### src/rtl/cs_seq_pkg.sv
package cs_seq_pkg;
  localparam int unsigned CS_BYTES  = 24;
  localparam int unsigned CS_BASE   = 8;
  localparam int unsigned CS_HOSTAW = 5;
  localparam int unsigned CS_DW     = 8;

  typedef enum logic [1:0] {
    FLAG_HOLD = 2'd0,
    FLAG_CLR  = 2'd1,
    FLAG_SET  = 2'd2
  } flag_cmd_t;
endpackage

### src/rtl/cs_regfile.sv
module cs_regfile #(
  parameter int unsigned NB   = 24,
  parameter int unsigned BASE = 8,
  parameter int unsigned AW   = 5,
  parameter int unsigned DW   = 8,
  localparam int unsigned IW  = $clog2(NB)
) (
  input  logic          clk,
  input  logic          rst_n,
  input  logic          host_en,
  input  logic          host_we,
  input  logic [AW-1:0] host_addr,
  input  logic [DW-1:0] host_wdata,
  output logic [DW-1:0] host_rdata,
  input  logic [IW-1:0] fetch_idx,
  output logic [DW-1:0] fetch_byte
);
  localparam int unsigned LAST = BASE + NB - 1;

  logic [DW-1:0] mem [NB];
  logic          hit;
  logic [AW-1:0] off;
  logic [IW-1:0] hidx;

  assign hit  = (int'(host_addr) >= BASE) && (int'(host_addr) <= LAST);
  assign off  = host_addr - AW'(BASE);
  assign hidx = off[IW-1:0];

  // transmitter read port sees the pre-write contents on a same-cycle hit
  assign fetch_byte = mem[fetch_idx];

  always_ff @(posedge clk) begin
    if (!rst_n) begin
      for (int i = 0; i < NB; i++) mem[i] <= '0;
      host_rdata <= '0;
    end else if (host_en) begin
      if (host_we) begin
        if (hit) mem[hidx] <= host_wdata;
      end else begin
        host_rdata <= hit ? mem[hidx] : '0;
      end
    end
  end
endmodule

### src/rtl/cs_fetch_seq.sv
module cs_fetch_seq #(
  parameter int unsigned NB        = 24,
  parameter int unsigned DW        = 8,
  parameter int unsigned LSB_FIRST = 1,
  localparam int unsigned IW       = $clog2(NB),
  localparam int unsigned BW       = $clog2(DW)
) (
  input  logic          clk,
  input  logic          rst_n,
  input  logic          frame_tick,
  input  logic [DW-1:0] fetch_byte,
  output logic [IW-1:0] fetch_idx,
  output logic          fetch_now,
  output logic          cs_bit
);
  localparam logic [IW-1:0] LAST_IDX = IW'(NB - 1);
  localparam logic [BW-1:0] LAST_BIT = BW'(DW - 1);

  logic [IW-1:0] ptr;
  logic [BW-1:0] bit_cnt;
  logic [DW-1:0] shreg;
  logic [DW-1:0] shifted;

  assign fetch_idx = (ptr == LAST_IDX) ? '0 : ptr + 1'b1;
  assign fetch_now = frame_tick && (bit_cnt == LAST_BIT);

  generate
    if (LSB_FIRST != 0) begin : g_lsb
      assign cs_bit  = shreg[0];
      assign shifted = {1'b0, shreg[DW-1:1]};
    end else begin : g_msb
      assign cs_bit  = shreg[DW-1];
      assign shifted = {shreg[DW-2:0], 1'b0};
    end
  endgenerate

  always_ff @(posedge clk) begin
    if (!rst_n) begin
      ptr     <= LAST_IDX;
      bit_cnt <= LAST_BIT;
      shreg   <= '0;
    end else if (frame_tick) begin
      if (fetch_now) begin
        shreg   <= fetch_byte;
        ptr     <= fetch_idx;
        bit_cnt <= '0;
      end else begin
        shreg   <= shifted;
        bit_cnt <= bit_cnt + 1'b1;
      end
    end
  end
endmodule

### src/rtl/cs_flag_gen.sv
module cs_flag_gen
  import cs_seq_pkg::*;
#(
  parameter int unsigned NB         = 24,
  parameter int unsigned START_IDX  = 0,
  parameter int unsigned HALF_IDX   = 16,
  parameter int unsigned REREAD_IDX = 2,
  localparam int unsigned IW        = $clog2(NB)
) (
  input  logic          clk,
  input  logic          rst_n,
  input  logic          fetch_now,
  input  logic [IW-1:0] fetch_idx,
  input  logic          irq_en,
  output logic          flag_half,
  output logic          irq,
  output logic          reread
);
  flag_cmd_t cmd;
  logic      flag_nxt;

  always_comb begin
    cmd = FLAG_HOLD;
    if (fetch_now && fetch_idx == IW'(START_IDX))     cmd = FLAG_CLR;
    else if (fetch_now && fetch_idx == IW'(HALF_IDX)) cmd = FLAG_SET;
  end

  always_comb begin
    case (cmd)
      FLAG_CLR: flag_nxt = 1'b0;
      FLAG_SET: flag_nxt = 1'b1;
      default:  flag_nxt = flag_half;
    endcase
  end

  always_ff @(posedge clk) begin
    if (!rst_n) begin
      flag_half <= 1'b1;
      irq       <= 1'b0;
      reread    <= 1'b0;
    end else begin
      flag_half <= flag_nxt;
      irq       <= irq_en && (flag_nxt != flag_half);
      reread    <= fetch_now && (fetch_idx == IW'(REREAD_IDX));
    end
  end
endmodule

### src/rtl/cs_block_seq.sv
module cs_block_seq
  import cs_seq_pkg::*;
#(
  parameter int unsigned NB         = CS_BYTES,
  parameter int unsigned BASE       = CS_BASE,
  parameter int unsigned AW         = CS_HOSTAW,
  parameter int unsigned DW         = CS_DW,
  parameter int unsigned HALF_IDX   = 16,
  parameter int unsigned REREAD_IDX = 2,
  parameter int unsigned LSB_FIRST  = 1
) (
  input  logic          clk,
  input  logic          rst_n,
  input  logic          host_en,
  input  logic          host_we,
  input  logic [AW-1:0] host_addr,
  input  logic [DW-1:0] host_wdata,
  output logic [DW-1:0] host_rdata,
  input  logic          frame_tick,
  input  logic          irq_en,
  output logic          cs_bit,
  output logic          flag_half,
  output logic          irq,
  output logic          ubuf_reread
);
  localparam int unsigned IW = $clog2(NB);

  logic [IW-1:0] fetch_idx;
  logic [DW-1:0] fetch_byte;
  logic          fetch_now;

  cs_regfile #(.NB(NB), .BASE(BASE), .AW(AW), .DW(DW)) u_rf (
    .clk(clk), .rst_n(rst_n),
    .host_en(host_en), .host_we(host_we), .host_addr(host_addr),
    .host_wdata(host_wdata), .host_rdata(host_rdata),
    .fetch_idx(fetch_idx), .fetch_byte(fetch_byte)
  );

  cs_fetch_seq #(.NB(NB), .DW(DW), .LSB_FIRST(LSB_FIRST)) u_seq (
    .clk(clk), .rst_n(rst_n), .frame_tick(frame_tick),
    .fetch_byte(fetch_byte), .fetch_idx(fetch_idx),
    .fetch_now(fetch_now), .cs_bit(cs_bit)
  );

  cs_flag_gen #(.NB(NB), .START_IDX(0), .HALF_IDX(HALF_IDX),
                .REREAD_IDX(REREAD_IDX)) u_flag (
    .clk(clk), .rst_n(rst_n), .fetch_now(fetch_now),
    .fetch_idx(fetch_idx), .irq_en(irq_en),
    .flag_half(flag_half), .irq(irq), .reread(ubuf_reread)
  );
endmodule

### config.mk
export PLATFORM = sky130hd
export DESIGN_NAME = cs_block_seq
export DESIGN_NICKNAME = d
export VERILOG_FILES = /design/src/rtl/cs_seq_pkg.sv /design/src/rtl/cs_regfile.sv /design/src/rtl/cs_fetch_seq.sv /design/src/rtl/cs_flag_gen.sv /design/src/rtl/cs_block_seq.sv
export SDC_FILE = /design/constraint.sdc
export NUM_CORES = 1
export LEC_CHECK = 0
export ABC_AREA = 1
export CAP_MARGIN = 20
export CORE_AREA = 2 2 184 186
export CTS_CLUSTER_SIZE = 16
export DETAILED_ROUTE_END_ITERATION = 8
export DIE_AREA = 0 0 186 188
export DONT_BUFFER_PORTS = 1
export PLACE_DENSITY_LB_ADDON = 0.2
export SETUP_SLACK_MARGIN = 0.02
export SLEW_MARGIN = 20
export SYNTH_ARGS = -nofsm -noshare
export SYNTH_HDL_FRONTEND = slang
export SYNTH_SLANG_ARGS = --single-unit
### constraint.sdc
create_clock -name clk -period 2.4 [get_ports clk]
set_input_delay 0 -clock clk [delete_from_list [all_inputs] [get_ports clk]]
set_output_delay 0 -clock clk [all_outputs]
set_load 0.03 [all_outputs]
==> results.tsv <==
metric	value	unit
result of the run	finished clean	
mean instance size in the synthesized netlist	8.84	um^2
series of cell instances along the critical path	ha_1 -> nand2_1 -> inv_2 -> nand2_8 -> nand2_8 -> buf_4 -> clkbuf_16 -> o211ai_1 -> nand3_1 -> nand2_1 -> nor2_1 -> a21oi_1 -> a21oi_1	
wire length after detailed routing	50100	um
number of nets in the finished design	1768	
clock latency on the worst-skew pair	0.59	ns
wire length of the first global-routing pass	73500	um
final-layout fill cell count	3097	
Iteration-0 DRC Markers	1603	
kind of critical path	flip-flop to flip-flop	
sequential fraction of design power	0.445	
number of distinct library cells after synthesis	36	
cell area after placement	15600	um^2
count of final max-slew check failures	0	
Detailed Place HPWL	32000	um
global route total overflow	0	
effective utilization at floorplan	0.441	
Sw Share	0.303	
Inserted Clock Buffers	31	
Clock Path Buffers	3	
worst path arrival time	2.75	ns
H-Tree Level Count	1	
Die ar.	35000	um^2
Cell Count, Final, Fillers Out	2214	
leading cell type in the layout, fill and taps excluded	sky130_fd_sc_hd__nand2_1	
setup repair after global routing missed its margin	no	
clock period minus final worst setup slack	2.29	ns
static power due to leakage	6.93	nW
Synth top area share	0.526	
cell row count	67	
DRC	0	
dominant register cell in the synthesized netlist	sky130_fd_sc_hd__edfxtp_1	
Max Freq	437	MHz
data required time at the worst endpoint	2.86	ns
finished layout cell area	17000	um^2
Worst slew margin	0.227	
overall track demand over capacity in global routing	0.282	
vias per std cell	5.81	
number of violations of the max-capacitance limit	0	
Clk Tree Root Cell	sky130_fd_sc_hd__clkbuf_16	
share of power burned in combinational logic	0.201	
routing layer with the top usage in global route	met2	
internal power summed over all cells	9.20	mW
Synth Warn #	0	
via total after detailed routing	12900	
area of the multi-input gates	5510	um^2
post-synthesis cell area	14600	um^2
pin count of the biggest net entering global routing	54	
number of detailed-route iterations in the first pass	5	
worst hold path type	input port to flip-flop	
via count of the first global-routing pass	12000	
count of final hold-check violations	0	
Setup violations, final	0	
Critical Path Fanout Max	26	
final weighted congestion of routability-driven global placement	0.942	
routed length per instance	22.6	um
cells taking the most area after synthesis	sky130_fd_sc_hd__edfxtp_1 (53%), sky130_fd_sc_hd__nand2_1 (7.9%), sky130_fd_sc_hd__nand3_1 (7.0%)	
final antenna diode count	0	
setup TNS	0	ns
Max VDD drop	0.000560	V
cell taking the most area after synthesis	sky130_fd_sc_hd__edfxtp_1	
met2 track demand over resource in global routing	0.444	
IO Port Bufs	0	
GR met3 Demand/Resource	0.0464	
final core area utilization	0.513	
overall power	13.2	mW
total power per unit cell area	776	nW/um^2
io pins	31	
total area of sequential cells	8230	um^2
Core ar.	33100	um^2
number of flops mapped to enable cells by yosys	256	
delay of the slowest cell on the worst path	0.35	ns
net switching power	4.00	mW
number of clock sinks	283	
cell family with the largest share of critical-path delay	simple AND/OR/NAND/NOR gates	
clock skew after layout	0.0239	ns
part of the Yosys area used for sequential elements	0.563	
number of synthesized register bits	283	
number of buffer and inverter stages on the critical path	3	
number of nets with antenna violations after routing	0	
CP startpoint kind	flip-flop	
kind of capture point of the worst setup path	flip-flop	
commonest cells after routing, fill and taps aside	sky130_fd_sc_hd__nand2_1 (307), sky130_fd_sc_hd__edfxtp_1 (256), sky130_fd_sc_hd__nor2_1 (235)	
initial antenna violation count	1	
share of the clock period used by the worst path after layout	0.954	
synthesized netlist cell count	1654	
die boundary width	186	um
fraction of final layout cells sized beyond drive strength 1	0.0878	
CP max stage cell	sky130_fd_sc_hd__dfxtp_2	
area added between synthesis and finish	16.3	%
y dimension of the die	188	um
clock share of power	0.354	
clock-pin slew of the registers on the worst-case setup and hold paths	0.07	ns
met1 Resource Use GR	0.397	
share of synthesized flip-flops with an asynchronous set or reset	0	
transition time at the pin with the least slew margin	1.16	ns
Inst Count DP	2125	
clock tree from TritonCTS	yes	
state kept, by name (all words and copies together) (netlist names):
register and flops:
u_rf.host_rdata 8, u_flag.reread 1, u_flag.irq 1, u_seq.ptr 5, u_flag.flag_half 1, u_seq.shreg 8, u_seq.bit_cnt 3, u_rf.mem 256
repair_timing:
item | CTS | global route
gates resized for setup | 1 | 16
setup buffers | 0 | 11
endpoints found under the hold margin | 448 | 0
cloned | 0 | 3
hold buffers | 17 | 0
endpoints found under the setup margin | 1 | 8
pin swaps | 0 | 3
synth_stat cells, types with 7 or more instances:
library cell	count
sky130_fd_sc_hd__buf_1	13
sky130_fd_sc_hd__nand2_1	308
sky130_fd_sc_hd__edfxtp_1	256
sky130_fd_sc_hd__nand3_1	203
sky130_fd_sc_hd__a21oi_1	95
sky130_fd_sc_hd__buf_6	9
sky130_fd_sc_hd__o211ai_1	22
sky130_fd_sc_hd__ha_1	8
sky130_fd_sc_hd__inv_1	159
sky130_fd_sc_hd__o2111ai_1	17
sky130_fd_sc_hd__dfxtp_1	27
sky130_fd_sc_hd__o22ai_1	16
sky130_fd_sc_hd__clkbuf_1	64
sky130_fd_sc_hd__nand4_1	12
sky130_fd_sc_hd__nor2_1	237
sky130_fd_sc_hd__a22oi_1	68
sky130_fd_sc_hd__o21ai_0	87
sky130_fd_sc_hd__buf_4	7
sky130_fd_sc_hd__buf_2	14
power groups by stage:
stage / sequential (mW) / clock (mW) / combinational (mW)
global route: 5.90 / 4.88 / 2.84
CTS: 5.87 / 4.70 / 2.43
finish: 5.88 / 4.67 / 2.65
detailed placement: 5.97 / 0 / 2.34
floorplan: 5.90 / 0 / 1.54
global placement: 5.96 / 0 / 2.32
routing by layer:
layer  wire length (um)  vias to the layer above
met5                  0                        -
met4               1790                        0
met3               5470                      132
met2              22900                      759
met1              19900                     6148
li1                   -                     5822
final cells by class:
class,instances,share of cell area
Clock inverter,21,0.0106
Multi-Input combinational cell,1153,0.324
Sequential cell,283,0.484
Inverter,167,0.0371
Timing Repair Buffer,105,0.0643
Tap cell,448,0.0330
Clock buffer,37,0.0470
worst reg2reg max path: stages (launching register included):
cell and delay [ns]:
sky130_fd_sc_hd__dfxtp_2 0.35, sky130_fd_sc_hd__ha_1 0.20, sky130_fd_sc_hd__nand2_1 0.10, sky130_fd_sc_hd__inv_2 0.08, sky130_fd_sc_hd__nand2_8 0.10, sky130_fd_sc_hd__nand2_8 0.13, sky130_fd_sc_hd__buf_4 0.20, sky130_fd_sc_hd__clkbuf_16 0.19
sky130_fd_sc_hd__o211ai_1 0.35, sky130_fd_sc_hd__nand3_1 0.14, sky130_fd_sc_hd__nand2_1 0.09, sky130_fd_sc_hd__nor2_1 0.04, sky130_fd_sc_hd__a21oi_1 0.12, sky130_fd_sc_hd__a21oi_1 0.08
per-stage QoR:
stage	setup WS, ns	hold WS, ns
after global placement	0.0962	0.0780
after global routing	0.0299	0.0297
after floorplan	0.422	0.0989
after detailed placement	0.0368	0.0840
final	0.110	0.0136
after CTS	0.0335	0.00229
path summary, 6_finish.rpt:
kind / end / startpoint / depth (start not counted) / slack, ns
max: u_seq.shreg[2] / u_seq.ptr[1] / 13 / 0.11
min: u_rf.host_rdata[2] / host_addr[2] / 5 / 0.01
max reg2reg: u_seq.shreg[2] / u_seq.ptr[1] / 13 / 0.11
min reg2reg: u_seq.shreg[7] / u_seq.shreg[7] / 2 / 0.47
logic make-up after synthesis:
group                    share of synthesized area
AND/OR/NAND/NOR                              0.221
adder cells (fa/ha/maj)                    0.00685
AO/OA/AOI/OAI                                0.130
buffers and inverters                       0.0790
other                                     0.000257
flip-flops                                   0.563
Power figures use the tool's default switching activity.
